==> src/rtl/tx_req_pkg.sv <==
package tx_req_pkg;
  typedef enum logic {
    ENG_IDLE = 1'b0,
    ENG_BUSY = 1'b1
  } eng_state_e;
endpackage

==> src/rtl/tx_req_pend.sv <==
module tx_req_pend #(
  parameter int N = 16
) (
  input  logic         clk_i,
  input  logic         rst_ni,
  input  logic [N-1:0] set_i,
  input  logic [N-1:0] clr_i,
  output logic [N-1:0] pend_o
);
  logic [N-1:0] pend_q;

  // clear has priority over set
  always_ff @(posedge clk_i or negedge rst_ni) begin
    if (!rst_ni) pend_q <= '0;
    else         pend_q <= (pend_q | set_i) & ~clr_i;
  end

  assign pend_o = pend_q;

  assert_clear_wins_R7: assert property (@(posedge clk_i) disable iff (!rst_ni)
    (clr_i != '0) |=> ((pend_o & $past(clr_i)) == '0));
endmodule

==> src/rtl/tx_req_gate.sv <==
module tx_req_gate #(
  parameter int N = 16
) (
  input  logic         clk_i,
  input  logic         rst_ni,
  input  logic [N-1:0] pend_i,
  input  logic [N-1:0] wait_i,
  input  logic [N-1:0] rcvd_i,
  input  logic [N-1:0] block_i,
  output logic [N-1:0] elig_o
);
  logic [N-1:0] seen_q;

  // remember a remote request seen while pending
  always_ff @(posedge clk_i or negedge rst_ni) begin
    if (!rst_ni) seen_q <= '0;
    else         seen_q <= pend_i & (seen_q | rcvd_i);
  end

  for (genvar g = 0; g < N; g++) begin : g_gate
    assign elig_o[g] = pend_i[g] & ~block_i[g] & (~wait_i[g] | rcvd_i[g] | seen_q[g]);
  end
endmodule

==> src/rtl/tx_req_pick.sv <==
module tx_req_pick #(
  parameter int N     = 16,
  parameter int IDX_W = $clog2(N)
) (
  input  logic [N-1:0]     req_i,
  output logic             any_o,
  output logic [IDX_W-1:0] idx_o
);
  always_comb begin
    any_o = 1'b0;
    idx_o = '0;
    for (int i = N - 1; i >= 0; i--) begin
      if (req_i[i]) begin
        any_o = 1'b1;
        idx_o = IDX_W'(i);
      end
    end
  end

  always_comb begin
    if (any_o) begin
      assert_lowest_first_R5: assert (req_i[idx_o] && ((req_i & ((N'(1) << idx_o) - N'(1))) == '0));
    end
  end
endmodule

==> src/rtl/tx_req_arb.sv <==
module tx_req_arb
  import tx_req_pkg::*;
#(
  parameter int NUM_BUF = 16,
  parameter int IDX_W   = $clog2(NUM_BUF)
) (
  input  logic               clk_i,
  input  logic               rst_ni,
  input  logic               reg_sel_i,
  input  logic               reg_we_i,
  input  logic               reg_rmw_i,
  input  logic [NUM_BUF-1:0] reg_wdata_i,
  output logic [NUM_BUF-1:0] reg_rdata_o,
  input  logic [NUM_BUF-1:0] wait_rmt_i,
  input  logic [NUM_BUF-1:0] rmt_rcvd_i,
  input  logic [NUM_BUF-1:0] cancel_i,
  output logic               tx_start_o,
  output logic [IDX_W-1:0]   tx_idx_o,
  output logic               tx_remote_o,
  output logic               tx_busy_o,
  input  logic               tx_done_i
);
  localparam logic [NUM_BUF-1:0] ONE = NUM_BUF'(1);

  eng_state_e         state_q;
  logic [IDX_W-1:0]   act_q;
  logic               start_q, remote_q;
  logic [NUM_BUF-1:0] ftype_q;
  logic [NUM_BUF-1:0] pend, elig, set_vec, clr_vec, act_mask;
  logic               any;
  logic [IDX_W-1:0]   pick_idx;
  logic               busy;

  assign busy     = (state_q == ENG_BUSY);
  assign act_mask = busy ? (ONE << act_q) : '0;
  assign set_vec  = (reg_we_i && !reg_sel_i) ? reg_wdata_i : '0;
  // done clears the active bit; cancel never touches the active bit
  assign clr_vec  = (tx_done_i ? act_mask : '0) | (cancel_i & ~act_mask);

  tx_req_pend #(.N(NUM_BUF)) u_pend (
    .clk_i (clk_i), .rst_ni(rst_ni),
    .set_i (set_vec), .clr_i(clr_vec), .pend_o(pend)
  );

  tx_req_gate #(.N(NUM_BUF)) u_gate (
    .clk_i (clk_i), .rst_ni(rst_ni),
    .pend_i(pend), .wait_i(wait_rmt_i), .rcvd_i(rmt_rcvd_i),
    .block_i(cancel_i), .elig_o(elig)
  );

  tx_req_pick #(.N(NUM_BUF), .IDX_W(IDX_W)) u_pick (
    .req_i(elig), .any_o(any), .idx_o(pick_idx)
  );

  always_ff @(posedge clk_i or negedge rst_ni) begin
    if (!rst_ni) ftype_q <= '0;
    else if (reg_we_i && reg_sel_i) ftype_q <= reg_wdata_i;
  end

  always_ff @(posedge clk_i or negedge rst_ni) begin
    if (!rst_ni) begin
      state_q  <= ENG_IDLE;
      act_q    <= '0;
      start_q  <= 1'b0;
      remote_q <= 1'b0;
    end else begin
      start_q <= 1'b0;
      unique case (state_q)
        ENG_IDLE: if (any) begin
          state_q  <= ENG_BUSY;
          act_q    <= pick_idx;
          start_q  <= 1'b1;
          remote_q <= ftype_q[pick_idx];
        end
        ENG_BUSY: if (tx_done_i) state_q <= ENG_IDLE;
        default: state_q <= ENG_IDLE;
      endcase
    end
  end

  assign tx_start_o  = start_q;
  assign tx_idx_o    = act_q;
  assign tx_remote_o = remote_q;
  assign tx_busy_o   = busy;

  always_comb begin
    if (reg_sel_i)      reg_rdata_o = ftype_q;
    else if (reg_rmw_i) reg_rdata_o = '0;
    else                reg_rdata_o = pend;
  end

  assert_start_pulse_R11: assert property (@(posedge clk_i) disable iff (!rst_ni)
    tx_start_o |=> !tx_start_o);
  assert_no_start_busy_R11: assert property (@(posedge clk_i) disable iff (!rst_ni)
    tx_busy_o |=> !tx_start_o);
  assert_start_pending_R3: assert property (@(posedge clk_i) disable iff (!rst_ni)
    tx_start_o |-> (tx_busy_o && pend[tx_idx_o]));
  assert_done_clears_R6: assert property (@(posedge clk_i) disable iff (!rst_ni)
    (tx_busy_o && tx_done_i) |=> (!tx_busy_o && !pend[$past(tx_idx_o)]));
  assert_cancel_active_R10: assert property (@(posedge clk_i) disable iff (!rst_ni)
    (tx_busy_o && !tx_done_i && cancel_i[tx_idx_o]) |=> pend[$past(tx_idx_o)]);
endmodule

==> config.mk <==
export PLATFORM = sky130hd
export DESIGN_NAME = tx_req_arb
export DESIGN_NICKNAME = d
export VERILOG_FILES = /design/src/rtl/tx_req_pkg.sv /design/src/rtl/tx_req_pend.sv /design/src/rtl/tx_req_gate.sv /design/src/rtl/tx_req_pick.sv /design/src/rtl/tx_req_arb.sv
export SDC_FILE = /design/constraint.sdc
export NUM_CORES = 1
export LEC_CHECK = 0
export BUFFER_PORTS_ARGS = -buffer_cell sky130_fd_sc_hd__buf_2
export CELL_PAD_IN_SITES_DETAIL_PLACEMENT = 0
export CELL_PAD_IN_SITES_GLOBAL_PLACEMENT = 1
export CORE_MARGIN = 2
export CORE_UTILIZATION = 41
export CTS_CLUSTER_SIZE = 14
export DETAILED_ROUTE_END_ITERATION = 16
export PLACE_DENSITY = 0.92
export SYNTH_ARGS = -nofsm -noshare
export SYNTH_HDL_FRONTEND = slang
export SYNTH_SLANG_ARGS = --single-unit
==> constraint.sdc <==
create_clock -name clk_i -period 5.8 [get_ports clk_i]
set_clock_uncertainty 0.1 [all_clocks]
set_input_delay 1.16 -clock clk_i [delete_from_list [all_inputs] [get_ports clk_i]]
set_output_delay 1.16 -clock clk_i [all_outputs]
set_load 0.01 [all_outputs]
==> metrics.txt <==
result of the run complete, no violations; grt ovf 0; least setup slack across all paths after layout 2.486 ns; Most used DFF post-synth sky130_fd_sc_hd__dfrtp_1; pin count of the biggest net entering global routing between 50 and 60; worst rel slew slack about 14%; IO Count just over 90; worst slew pin tran 1.265 ns; most common cell after layout, fill and taps aside sky130_fd_sc_hd__buf_2; number of violations of the max-capacitance limit 0; area of the core between 7000 and 8000 µm²; Post-CTS Resized 0; P_int 0.0006747 W; Net count, final 483; layout cell share with drive strength beyond 1 31.64%; setup violation total in the final timing report 0; number of rows created at floorplan 31; GPL Wtd Cong just under 1; routing usage on met2 roughly a third; Cell Count Post-Placement between 500 and 600; power share of the sequential group roughly 46%; met1 Track Usage GR between 30 and 40%; portion of total power attributed to the clock network 19.3%; cell count after synthesis roughly 320; initial core utilization around 42%; arrival time worst endpoint 2.05 ns; buffer count from post-CTS setup fixing 0; total global-route track usage between 20% and 30%; cell area power density 297.6 nW/µm²; placed wire-length estimate approximately 6700 µm; Final Instance Area 3720 µm²; highest ir drop seen on vdd around 0.12 mV; share of the clock period used by the worst path 57.14%; clock slew at the register clock pins of the worst setup and hold paths about 0.1 ns; quantity of I/O buffers inserted on ports a little over 90; Final Util about 51%; Slew Limit Fails 0; root buffer cell sky130_fd_sc_hd__clkbuf_8; number of enable flip-flop cells after synthesis 0; capturing element type of the critical path output pin; net switching power roughly 0.00043 W; via count roughly 3k; share of total power in combinational logic between 30% and 40%; RSZ-0062 raised after global routing no; CP bufs+invs 2; clock tree from TritonCTS built; critical path's largest stage delay roughly 0.44 ns; number of inserted diodes 0; crit-path leading delay family buffers and inverters; count of distinct cell types in the synthesized netlist between 40 and 50; Leakage 1.626 nW; sum of negative setup slack 0 ns; FF+latch count, synth 55; Worst-Skew Late Latency between 0.3 and 0.4 ns; max frequency 301.7 MHz; total count of hold-check failures in the final report 0; Syn. warnings 0; number of fill cells 700; M3 GR Usage 2.337%; switching power share of the total roughly two fifths; CP Max Fanout 34; drt pass-1 iters 5; CTS H-tree depth 2; number of DRC markers in iteration 0 227; post-synth design cell area 3078 µm²; total CTS buffers 5; floorplan die area about 8200 µm²; commonest cells after routing, fill and taps aside 92 x sky130_fd_sc_hd__buf_2, 55 x sky130_fd_sc_hd__dfrtp_1, 37 x sky130_fd_sc_hd__nand2_1; DR DRC count 0; Post-Synthesis Mean Instance Area 9.529 µm²; Die Width about 91 µm; maximum clock insertion buffer count 2; sequence of cells on the critical path buf_2, nand2b_1, o21ai_0, buf_2; initial antenna violation count 0; type of the worst setup path input pin to output pin; number of cells in the finished layout apart from fillers around 500; critical path required time roughly 4.5 ns; pre-CTS setup slack ~2.3 ns; standard cell with the maximum stage delay on the critical path sky130_fd_sc_hd__buf_2; number of nets in the synthesized netlist between 300 and 400; hold buffer count at cts 0; post-DR wirelength/cell between 15 and 20 µm; type of origin of the critical path input pin; count of clock tree sinks 55; layer carrying the most global-route usage met2; via-per-instance ratio 5.688; Chip Height roughly 91 µm; Top cell by count, worst path sky130_fd_sc_hd__buf_2; area growth from synthesis to layout 20.85%; share of flip-flops with an asynchronous set or reset 100.0%; DRT antenna net count 0; DRT Wirelength 8957 µm; post-layout minimum cycle time 3.314 ns; via count of the first global-routing pass 2681; Hold/Removal Path Class register to register; Cell Area, Placed 3636 µm²; sequential cell area fraction in the yosys report between 40% and 50%; first-pass GRT wire length around 14000 µm
-- registers in the layout, indices dropped and copies added (netlist names) --
signal and flops:
u_pend.pend_o 16, u_gate.seen_q 16, tx_idx_o 4, tx_busy_o 1
tx_start_o 1, ftype_q 16, tx_remote_o 1
-- cell families (layout without fill, tap and decap cells) --
logic type / after synthesis / after routing / share of synthesized area, %
flip-flops: 55 / 55 / 44.72
buffers and inverters: 13 / 104 / 1.585
AND/OR/NAND/NOR: 128 / 128 / 22.60
AO/OA/AOI/OAI: 108 / 108 / 24.15
multiplexers: 19 / 19 / 6.951
-- cell usage after synthesis (2+ instances only) --
library cell / instances / area, µm²
sky130_fd_sc_hd__o21bai_1: 2 / 15.01
sky130_fd_sc_hd__a211oi_1: 3 / 22.52
sky130_fd_sc_hd__a31oi_1: 2 / 12.51
sky130_fd_sc_hd__nand2b_1: 24 / 150.1
sky130_fd_sc_hd__dfrtp_1: 55 / 1376
sky130_fd_sc_hd__a311oi_1: 2 / 17.52
sky130_fd_sc_hd__nor4b_1: 2 / 17.52
sky130_fd_sc_hd__mux2_2: 18 / 202.7
sky130_fd_sc_hd__nand2_1: 37 / 138.9
sky130_fd_sc_hd__o21ai_0: 22 / 110.1
sky130_fd_sc_hd__nor3b_1: 11 / 82.58
sky130_fd_sc_hd__nor3_1: 4 / 20.02
sky130_fd_sc_hd__nand3_1: 3 / 15.01
sky130_fd_sc_hd__o21a_1: 16 / 120.1
sky130_fd_sc_hd__o2bb2ai_1: 3 / 26.28
sky130_fd_sc_hd__nor2_1: 18 / 67.56
sky130_fd_sc_hd__a221oi_1: 17 / 148.9
sky130_fd_sc_hd__a21oi_1: 22 / 110.1
sky130_fd_sc_hd__and2_1: 3 / 18.77
sky130_fd_sc_hd__o22ai_1: 3 / 18.77
sky130_fd_sc_hd__or3b_1: 4 / 35.03
sky130_fd_sc_hd__o211ai_1: 4 / 30.03
sky130_fd_sc_hd__clkbuf_1: 10 / 37.54
sky130_fd_sc_hd__nor2b_1: 13 / 81.33
-- area by class of cell --
type | instances | area [µm²] | area share [%]
Sequential cell | 55 | 1376 | 37.00
Tap cell | 99 | 123.9 | 3.330
Multi-Input combinational cell | 255 | 1653 | 44.43
Timing Repair Buffer | 94 | 475.5 | 12.78
Clock inverter | 3 | 15.01 | 0.4036
Clock buffer | 5 | 68.82 | 1.850
Inverter | 2 | 7.507 | 0.2018
-- per-layer routing --
metal | up-vias | share of wire (%)
met5 | - | 0
met1 | 1397 | 44
met2 | 130 | 48
met4 | 0 | 1.6
met3 | 11 | 6.5
li1 | 1380 | -
-- per-stage QoR --
step	hold WS, ns	power [W]
6_report	0.3833	0.001107
5_1_grt	0.4007	0.001175
4_1_cts	0.3888	0.001107
3_5_place_dp	0.3664	0.0008948
3_3_place_gp	0.3555	0.0008901
2_1_floorplan	0.3440	0.0007382
-- final timing paths --
check,cells after the start,startpoint,slack (ns),endpoint
worst max-delay path,4,reg_sel_i,2.49,reg_rdata_o[13]
worst min-delay path,1,u_gate.seen_q[14],0.38,u_gate.seen_q[14]
worst max register to register,8,u_gate.seen_q[6],3.15,tx_remote_o
worst min register to register,1,u_gate.seen_q[14],0.38,u_gate.seen_q[14]
max in group asynchronous,2,rst_ni,4.23,tx_busy_o
min in group asynchronous,2,rst_ni,0.87,u_gate.seen_q[0]
-- power groups by stage --
stage	registers, W	logic [W]	clock network (W)
after floorplan	0.000501	0.000237	0
after global placement	0.000508	0.000382	0
after detailed placement	0.000511	0.000383	0
after CTS	0.000504	0.000386	0.000217
after global routing	0.000516	0.000423	0.000236
final	0.000505	0.000388	0.000214
Power figures use the tool's default switching activity.
